### src/rtl/lmq_pkg.sv
package lmq_pkg;
   typedef enum logic [1:0] {
      KIND_READ   = 2'd0,
      KIND_WRITE  = 2'd1,
      KIND_ATOMIC = 2'd2,
      KIND_FETCH  = 2'd3
   } lmq_kind_e;
endpackage

### src/rtl/lmq_lane_decode.sv
// Combinational placement of one lane request within the line.
module lmq_lane_decode #(
   parameter int LINE_BYTES = 64,
   parameter int REQ_BYTES  = 8,
   parameter int SIZE_W     = 4,
   localparam int OFF_W     = $clog2(LINE_BYTES),
   localparam int RB_W      = $clog2(REQ_BYTES),
   localparam int EW        = OFF_W + 2
) (
   input  logic [OFF_W-1:0]        off,
   input  logic [SIZE_W-1:0]       size,
   input  logic [REQ_BYTES*8-1:0]  wdata,
   output logic                    in_range,
   output logic [LINE_BYTES-1:0]   byte_en,
   output logic [LINE_BYTES*8-1:0] line_data
);
   logic [EW-1:0] off_ext;
   logic [EW-1:0] end_pos;
   logic [7:0]    wbytes [REQ_BYTES];

   assign off_ext  = EW'(off);
   assign end_pos  = off_ext + EW'(size);
   assign in_range = (end_pos <= EW'(LINE_BYTES));

   for (genvar r = 0; r < REQ_BYTES; r++) begin : g_unpack
      assign wbytes[r] = wdata[8*r +: 8];
   end

   for (genvar b = 0; b < LINE_BYTES; b++) begin : g_byte
      localparam logic [EW-1:0] POS = EW'(b);
      logic [RB_W-1:0] rel;
      assign rel           = RB_W'(b) - off[RB_W-1:0];
      assign byte_en[b]    = (POS >= off_ext) && (POS < end_pos);
      assign line_data[8*b +: 8] = byte_en[b] ? wbytes[rel] : 8'h00;
   end
endmodule

### src/rtl/lmq_line_buffer.sv
// Per-byte mask and data storage for the line being assembled.
module lmq_line_buffer #(
   parameter int LINE_BYTES = 64
) (
   input  logic                    clk,
   input  logic                    rst_n,
   input  logic                    clr,
   input  logic                    wr_en,
   input  logic                    is_write,
   input  logic [LINE_BYTES-1:0]   byte_en,
   input  logic [LINE_BYTES*8-1:0] line_data,
   output logic [LINE_BYTES-1:0]   mask,
   output logic [LINE_BYTES*8-1:0] data
);
   always_ff @(posedge clk) begin
      if (!rst_n || clr) begin
         mask <= '0;
         data <= '0;
      end else if (wr_en) begin
         for (int b = 0; b < LINE_BYTES; b++) begin
            if (byte_en[b]) begin
               mask[b] <= 1'b1;
               if (is_write) data[8*b +: 8] <= line_data[8*b +: 8];
            end
         end
      end
   end

   // a cleared buffer reads empty in the next cycle
   assert_clear_R5: assert property (@(posedge clk) disable iff (!rst_n)
      clr |=> (mask == '0 && data == '0));
   // reads and atomics never disturb the data buffer
   assert_nowrite_keeps_data_R4: assert property (@(posedge clk) disable iff (!rst_n)
      (wr_en && !is_write && !clr) |=> $stable(data));
endmodule

### src/rtl/lmq_atomic_list.sv
// Ordered list of offset-tagged atomic operations.
module lmq_atomic_list #(
   parameter int MAX_ENTRIES = 16,
   parameter int OFF_W       = 6,
   parameter int OP_W        = 4,
   localparam int CNT_W      = $clog2(MAX_ENTRIES + 1),
   localparam int IDX_W      = $clog2(MAX_ENTRIES)
) (
   input  logic                         clk,
   input  logic                         rst_n,
   input  logic                         clr,
   input  logic                         push,
   input  logic [OFF_W-1:0]             off,
   input  logic [OP_W-1:0]              op,
   output logic [CNT_W-1:0]             cnt,
   output logic [MAX_ENTRIES*OFF_W-1:0] offs,
   output logic [MAX_ENTRIES*OP_W-1:0]  ops
);
   logic [OFF_W-1:0] off_q [MAX_ENTRIES];
   logic [OP_W-1:0]  op_q  [MAX_ENTRIES];

   always_ff @(posedge clk) begin
      if (!rst_n || clr) begin
         cnt <= '0;
         for (int k = 0; k < MAX_ENTRIES; k++) begin
            off_q[k] <= '0;
            op_q[k]  <= '0;
         end
      end else if (push && (cnt < CNT_W'(MAX_ENTRIES))) begin
         off_q[cnt[IDX_W-1:0]] <= off;
         op_q[cnt[IDX_W-1:0]]  <= op;
         cnt <= cnt + 1'b1;
      end
   end

   for (genvar k = 0; k < MAX_ENTRIES; k++) begin : g_pack
      assign offs[k*OFF_W +: OFF_W] = off_q[k];
      assign ops[k*OP_W +: OP_W]    = op_q[k];
   end

   assert_no_overflow_R4: assert property (@(posedge clk) disable iff (!rst_n)
      push |-> (cnt < CNT_W'(MAX_ENTRIES)));
   assert_push_counts_R4: assert property (@(posedge clk) disable iff (!rst_n)
      (push && !clr) |=> (cnt == CNT_W'($past(cnt) + 1'b1)));
endmodule

### src/rtl/line_merge_asm.sv
// Folds a group of same-line lane requests into one line request.
module line_merge_asm #(
   parameter int LINE_BYTES = 64,
   parameter int MAX_LANES  = 16,
   parameter int REQ_BYTES  = 8,
   parameter int ADDR_W     = 32,
   parameter int SIZE_W     = 4,
   parameter int OP_W       = 4,
   parameter int SEQ_W      = 16,
   localparam int OFF_W     = $clog2(LINE_BYTES),
   localparam int CNT_W     = $clog2(MAX_LANES + 1)
) (
   input  logic                       clk,
   input  logic                       rst_n,
   input  logic                       in_valid,
   output logic                       in_ready,
   input  logic [ADDR_W-1:0]          in_addr,
   input  logic [SIZE_W-1:0]          in_size,
   input  logic [1:0]                 in_kind,
   input  logic [REQ_BYTES*8-1:0]     in_wdata,
   input  logic [OP_W-1:0]            in_aop,
   input  logic [SEQ_W-1:0]           in_seq,
   input  logic                       in_last,
   output logic                       out_valid,
   input  logic                       out_ready,
   output logic [ADDR_W-1:0]          out_line_addr,
   output logic [LINE_BYTES-1:0]      out_mask,
   output logic [LINE_BYTES*8-1:0]    out_data,
   output logic                       out_is_atomic,
   output logic [SEQ_W-1:0]           out_seq,
   output logic [CNT_W-1:0]           out_atom_cnt,
   output logic [MAX_LANES*OFF_W-1:0] out_atom_off,
   output logic [MAX_LANES*OP_W-1:0]  out_atom_op,
   output logic                       err_fetch,
   output logic                       err_bounds
);
   import lmq_pkg::*;

   // Elaboration-time parameter checks
   if ((LINE_BYTES & (LINE_BYTES - 1)) != 0 || LINE_BYTES < 4) begin : g_bad_line
      $error("LINE_BYTES must be a power of two of at least 4");
   end
   if ((REQ_BYTES & (REQ_BYTES - 1)) != 0 || REQ_BYTES < 2 || REQ_BYTES > LINE_BYTES) begin : g_bad_req
      $error("REQ_BYTES must be a power of two between 2 and LINE_BYTES");
   end
   if (SIZE_W > OFF_W + 1 || (1 << SIZE_W) <= REQ_BYTES) begin : g_bad_size
      $error("SIZE_W must hold REQ_BYTES and not exceed OFF_W+1");
   end
   if (ADDR_W <= OFF_W || MAX_LANES < 1) begin : g_bad_misc
      $error("ADDR_W must exceed the offset width and MAX_LANES must be positive");
   end

   lmq_kind_e                kind;
   logic                     accept, first, closing, is_fetch, merge, out_fire;
   logic                     lane_ok, lane_in_range;
   logic [LINE_BYTES-1:0]    lane_en;
   logic [LINE_BYTES*8-1:0]  lane_data;
   logic [CNT_W-1:0]         lane_cnt;
   logic [OFF_W-1:0]         lane_off;

   assign kind     = lmq_kind_e'(in_kind);
   assign lane_off = in_addr[OFF_W-1:0];
   assign in_ready = !out_valid;
   assign accept   = in_valid && in_ready;
   assign first    = (lane_cnt == '0);
   assign closing  = in_last || (lane_cnt == CNT_W'(MAX_LANES - 1));
   assign is_fetch = (kind == KIND_FETCH);
   assign lane_ok  = !is_fetch && lane_in_range;
   assign merge    = accept && lane_ok;
   assign out_fire = out_valid && out_ready;

   lmq_lane_decode #(
      .LINE_BYTES(LINE_BYTES), .REQ_BYTES(REQ_BYTES), .SIZE_W(SIZE_W)
   ) decode_i (
      .off(lane_off), .size(in_size), .wdata(in_wdata),
      .in_range(lane_in_range), .byte_en(lane_en), .line_data(lane_data)
   );

   lmq_line_buffer #(.LINE_BYTES(LINE_BYTES)) buffer_i (
      .clk(clk), .rst_n(rst_n), .clr(out_fire), .wr_en(merge),
      .is_write(kind == KIND_WRITE), .byte_en(lane_en), .line_data(lane_data),
      .mask(out_mask), .data(out_data)
   );

   lmq_atomic_list #(
      .MAX_ENTRIES(MAX_LANES), .OFF_W(OFF_W), .OP_W(OP_W)
   ) atoms_i (
      .clk(clk), .rst_n(rst_n), .clr(out_fire),
      .push(merge && (kind == KIND_ATOMIC)), .off(lane_off), .op(in_aop),
      .cnt(out_atom_cnt), .offs(out_atom_off), .ops(out_atom_op)
   );

   always_ff @(posedge clk) begin
      if (!rst_n) begin
         out_valid     <= 1'b0;
         lane_cnt      <= '0;
         out_line_addr <= '0;
         out_seq       <= '0;
         out_is_atomic <= 1'b0;
         err_fetch     <= 1'b0;
         err_bounds    <= 1'b0;
      end else begin
         err_fetch  <= accept && is_fetch;
         err_bounds <= accept && !is_fetch && !lane_in_range;
         if (accept) begin
            if (first) begin
               out_line_addr <= {in_addr[ADDR_W-1:OFF_W], {OFF_W{1'b0}}};
               out_seq       <= in_seq;
               out_is_atomic <= (kind == KIND_ATOMIC);
            end
            if (closing) begin
               out_valid <= 1'b1;
               lane_cnt  <= '0;
            end else begin
               lane_cnt  <= lane_cnt + 1'b1;
            end
         end else if (out_fire) begin
            out_valid <= 1'b0;
         end
      end
   end

   assert_hold_R10: assert property (@(posedge clk) disable iff (!rst_n)
      (out_valid && !out_ready) |=> (out_valid && $stable(out_mask) &&
                                     $stable(out_data) && $stable(out_seq)));
   assert_no_accept_R10: assert property (@(posedge clk) disable iff (!rst_n)
      out_valid |-> !in_ready);
   assert_fetch_no_merge_R7: assert property (@(posedge clk) disable iff (!rst_n)
      err_fetch |-> $stable(out_mask));
   assert_bounds_no_merge_R9: assert property (@(posedge clk) disable iff (!rst_n)
      err_bounds |-> $stable(out_mask));
   assert_mask_width_R2: assert property (@(posedge clk) disable iff (!rst_n)
      merge |-> ($countones(lane_en) == int'(in_size)));
   assert_first_seq_R6: assert property (@(posedge clk) disable iff (!rst_n)
      (accept && first) |=> (out_seq == $past(in_seq)));
endmodule

### config.mk
export PLATFORM = sky130hd
export DESIGN_NAME = line_merge_asm
export DESIGN_NICKNAME = d
export VERILOG_FILES = /design/src/rtl/lmq_pkg.sv /design/src/rtl/lmq_lane_decode.sv /design/src/rtl/lmq_line_buffer.sv /design/src/rtl/lmq_atomic_list.sv /design/src/rtl/line_merge_asm.sv
export SDC_FILE = /design/constraint.sdc
export NUM_CORES = 1
export LEC_CHECK = 0
export CAP_MARGIN = 5
export CORE_AREA = 4 4 353 355
export DETAILED_ROUTE_END_ITERATION = 7
export DIE_AREA = 0 0 357 359
export GPL_TIMING_DRIVEN = 0
export HOLD_SLACK_MARGIN = 0.03
export PLACE_DENSITY = 0.57
export SKIP_CTS_REPAIR_TIMING = 1
export SLEW_MARGIN = 5
export SYNTH_ARGS = -nofsm -noshare
export SYNTH_HDL_FRONTEND = slang
export SYNTH_SLANG_ARGS = --single-unit
### constraint.sdc
create_clock -name clk -period 4.7 [get_ports clk]
set_input_delay 0.94 -clock clk [delete_from_list [all_inputs] [get_ports clk]]
set_output_delay 0.94 -clock clk [all_outputs]
set_load 0.02 [all_outputs]
==> results <==
## registers in the layout, summed over array words and instances, names as in the netlist
register and cells:
atoms_i.op_q 64, buffer_i.mask 64, out_is_atomic 1, out_seq 16, out_valid 1, atoms_i.off_q 96, atoms_i.cnt 5, err_fetch 1
out_line_addr 26, lane_cnt 5, buffer_i.data 512, err_bounds 1
## where the power goes
group          switching [mW]  total, mW  internal, mW
combinational            1.74       2.55         0.812
clock                    3.13       7.37          4.24
sequential             0.0955       7.20          7.11
## critical path: stages
cell and delay (ps):
clkdlybuf4s50_1 610, ha_1 410, fa_1 390, buf_2 190, nor3_1 450, a32oi_1 310
o221ai_1 410, buf_2 350, a22oi_1 230, nand2_1 680, mux2i_1 270
## layer usage
metal  GRT usage (%)  share of wire (%)  vias up
li1                -                  -    13000
met1            32.2                 38    14800
met3            7.19                8.4      322
met4            11.3                4.9        6
met2            47.5                 48     1454
met5               0              0.018        -
## final cells by class
class                      instances  area [sq um]
sequential                       792         17500
timing repair buffer             937          9380
clock inverter                    51           604
clock buffer                     113          2450
buffer                           202           877
inverter                          15          56.3
fill                           12200         74500
antenna                           15          37.5
tap                             1625          2030
multi-input combinational       2125         14000
## cell usage in the layout (no fill, tap or decap), types with 10 or more instances in the layout
cell type,count
clkdlybuf4s50_1,914
and3_1,10
a21boi_0,42
a31oi_1,23
ha_1,16
nand2_2,36
nand3_1,62
nand2_1,718
mux2i_1,432
a211oi_1,46
and2_1,11
nor2b_1,10
nor2_1,264
nor3_1,16
buf_1,16
buf_2,30
dfxtp_1,632
clkbuf_16,92
a22o_1,11
inv_1,15
edfxtp_1,160
diode_2,15
buf_4,29
o21ai_2,10
mux2_2,32
mux4_2,64
clkbuf_1,144
clkinv_2,16
nand2b_1,20
o21ai_0,90
a21oi_1,61
## final timing paths
| path | start | to | slack [ps] | cells past startpoint |
|---|---|---|---|---|
| max | in_addr[0] | buffer_i.data[388]$_SDFFE_PP0P_ | 30 | 11 |
| min | buffer_i.data[271]$_SDFFE_PP0P_ | buffer_i.data[271]$_SDFFE_PP0P_ | 450 | 2 |
| max reg2reg | out_valid$_SDFFE_PN0P_ | atoms_i.op_q[8][2]$_SDFFCE_PN0P_ | 1130 | 7 |
| min reg2reg | buffer_i.data[271]$_SDFFE_PP0P_ | buffer_i.data[271]$_SDFFE_PP0P_ | 450 | 2 |
## stage by stage
step           instances  setup WS (ps)
2_1_floorplan       3135            461
3_3_place_gp        5674          -2250
3_5_place_dp        5690          -2260
4_1_cts             5854          -1550
5_1_grt             5869           -131
6_report            5875           29.4
## cell families (layout without fill, tap and decap cells)
kind of cell,Yosys count,after routing,synth area share [%]
muxes,528,528,19.0
DFF,792,792,54.3
and+or+nand+nor,1204,1204,15.6
buffers and inverters,218,1318,2.84
other,1,21,0.0117
adders and majority gates,17,17,0.684
xor gates and xnor gates,11,11,0.299
AOI/OAI and AO/OA,359,359,7.27
==> impl_results.md <==
- Area grow syn2layout: 45.8%
- Die width: between 300 and 400 um
- Routed Antenna Nets: 0
- Hold Worst Slack: 453 ps
- Peak VDD IR: 0.256 mV
- Worst EP required: 5300 ps
- LEAKAGE: 17.7 nW
- Final worst path period share: 99.4%
- Initial DRC Count: 2587
- Clk slew on worst S/H paths: 60 ps
- Area share of the largest cell type after synthesis: 39.3%
- Starting density of the core: a little over a quarter
- Setup Viol. Count Final: 0
- Final worst path period need: 4670 ps
- Total CTS buffers: slightly above 90
- Post-synth top cells: nand2_1, dfxtp_1, mux2i_1, nor2_1, edfxtp_1
- Synthesized flop and latch total: 792
- Final core occ: 38.6%
- Routability Congestion: 0.950
- I/O pin count: between 900 and 1000
- Distinct cells, synth: 79
- Clk sinks: 792
- Post-synth EDFFs: 160
- Cells after Synth: 3130
- Vias in the first global route: 28500
- CTS tree: yes
- Final Power: ~17 mW
- DR vias/cell: 5.03
- Largest net degree at the start of global routing: 14
- Drt first pass iters: 7
- Nets: 4308
- Die height: about 360 um
- Synth Flop Type: dfxtp_1
- Initial antenna violation count: 26
- Final Max Tran Viols: 0
- Post-Route Skew: 21.8 ps
- HP Class: flip-flop to flip-flop
- Drt total wl: between 150000 and 200000 um
- Worst Setup End Kind: flip-flop
- Mapped Area: roughly 32000 sq um
- Post-synthesis sequential area ratio: 54.3%
- Vias: between 20000 and 30000
- Std cell rows: around 130
- Placed cell area: 43600 sq um
- Worst-margin pin slew: 1470 ps
- IO buf count: 914
- Global-route wire length before repair: 245000 um
- H-tree Lvls: 3
- Post-synth top area cell: dfxtp_1
- PD cells: 365 nW/um^2
- Max_slew headroom: 1.70%
- Total gr overflow: 0
- Synth warn: 0
- All-layer global routing usage: between 20% and 30%
- Remaining DRCs: 0
- Post-synthesis async set-or-reset flop share: 0%
- Syn avg cell area: 10.3 sq um
- CTS Buffer Depth: 3
- WL/cell: ~31 um
- RSZ-0062 raised after global routing: yes
- Clk Tree Root Cell: clkbuf_16
- Die area: 128000 sq um
- Layout cells sized above 1: 9.63%
- Max cap viols: 0
- Crit Path Class: input port to flip-flop
- Status: finished, final reports clean
- Setup TNS: 0 ps
- Final Hold Viols: 0
- Final HPWL DP: between 100000 and 150000 um
- Area contributors post-synth: dfxtp_1, edfxtp_1, mux2i_1
- Post-route cell area: 46900 sq um
- Max Freq: 214 MHz
- Worst skew pair latency: around 690 ps
- Critical path data arrival time: 5270 ps
- Critical Path Fanout Max: 10
- Most common cell in the synthesized netlist: nand2_1
- Core area: 121000 sq um
- CP Launch Type: input port
No activity file was read; power rests on OpenSTA's default activity.
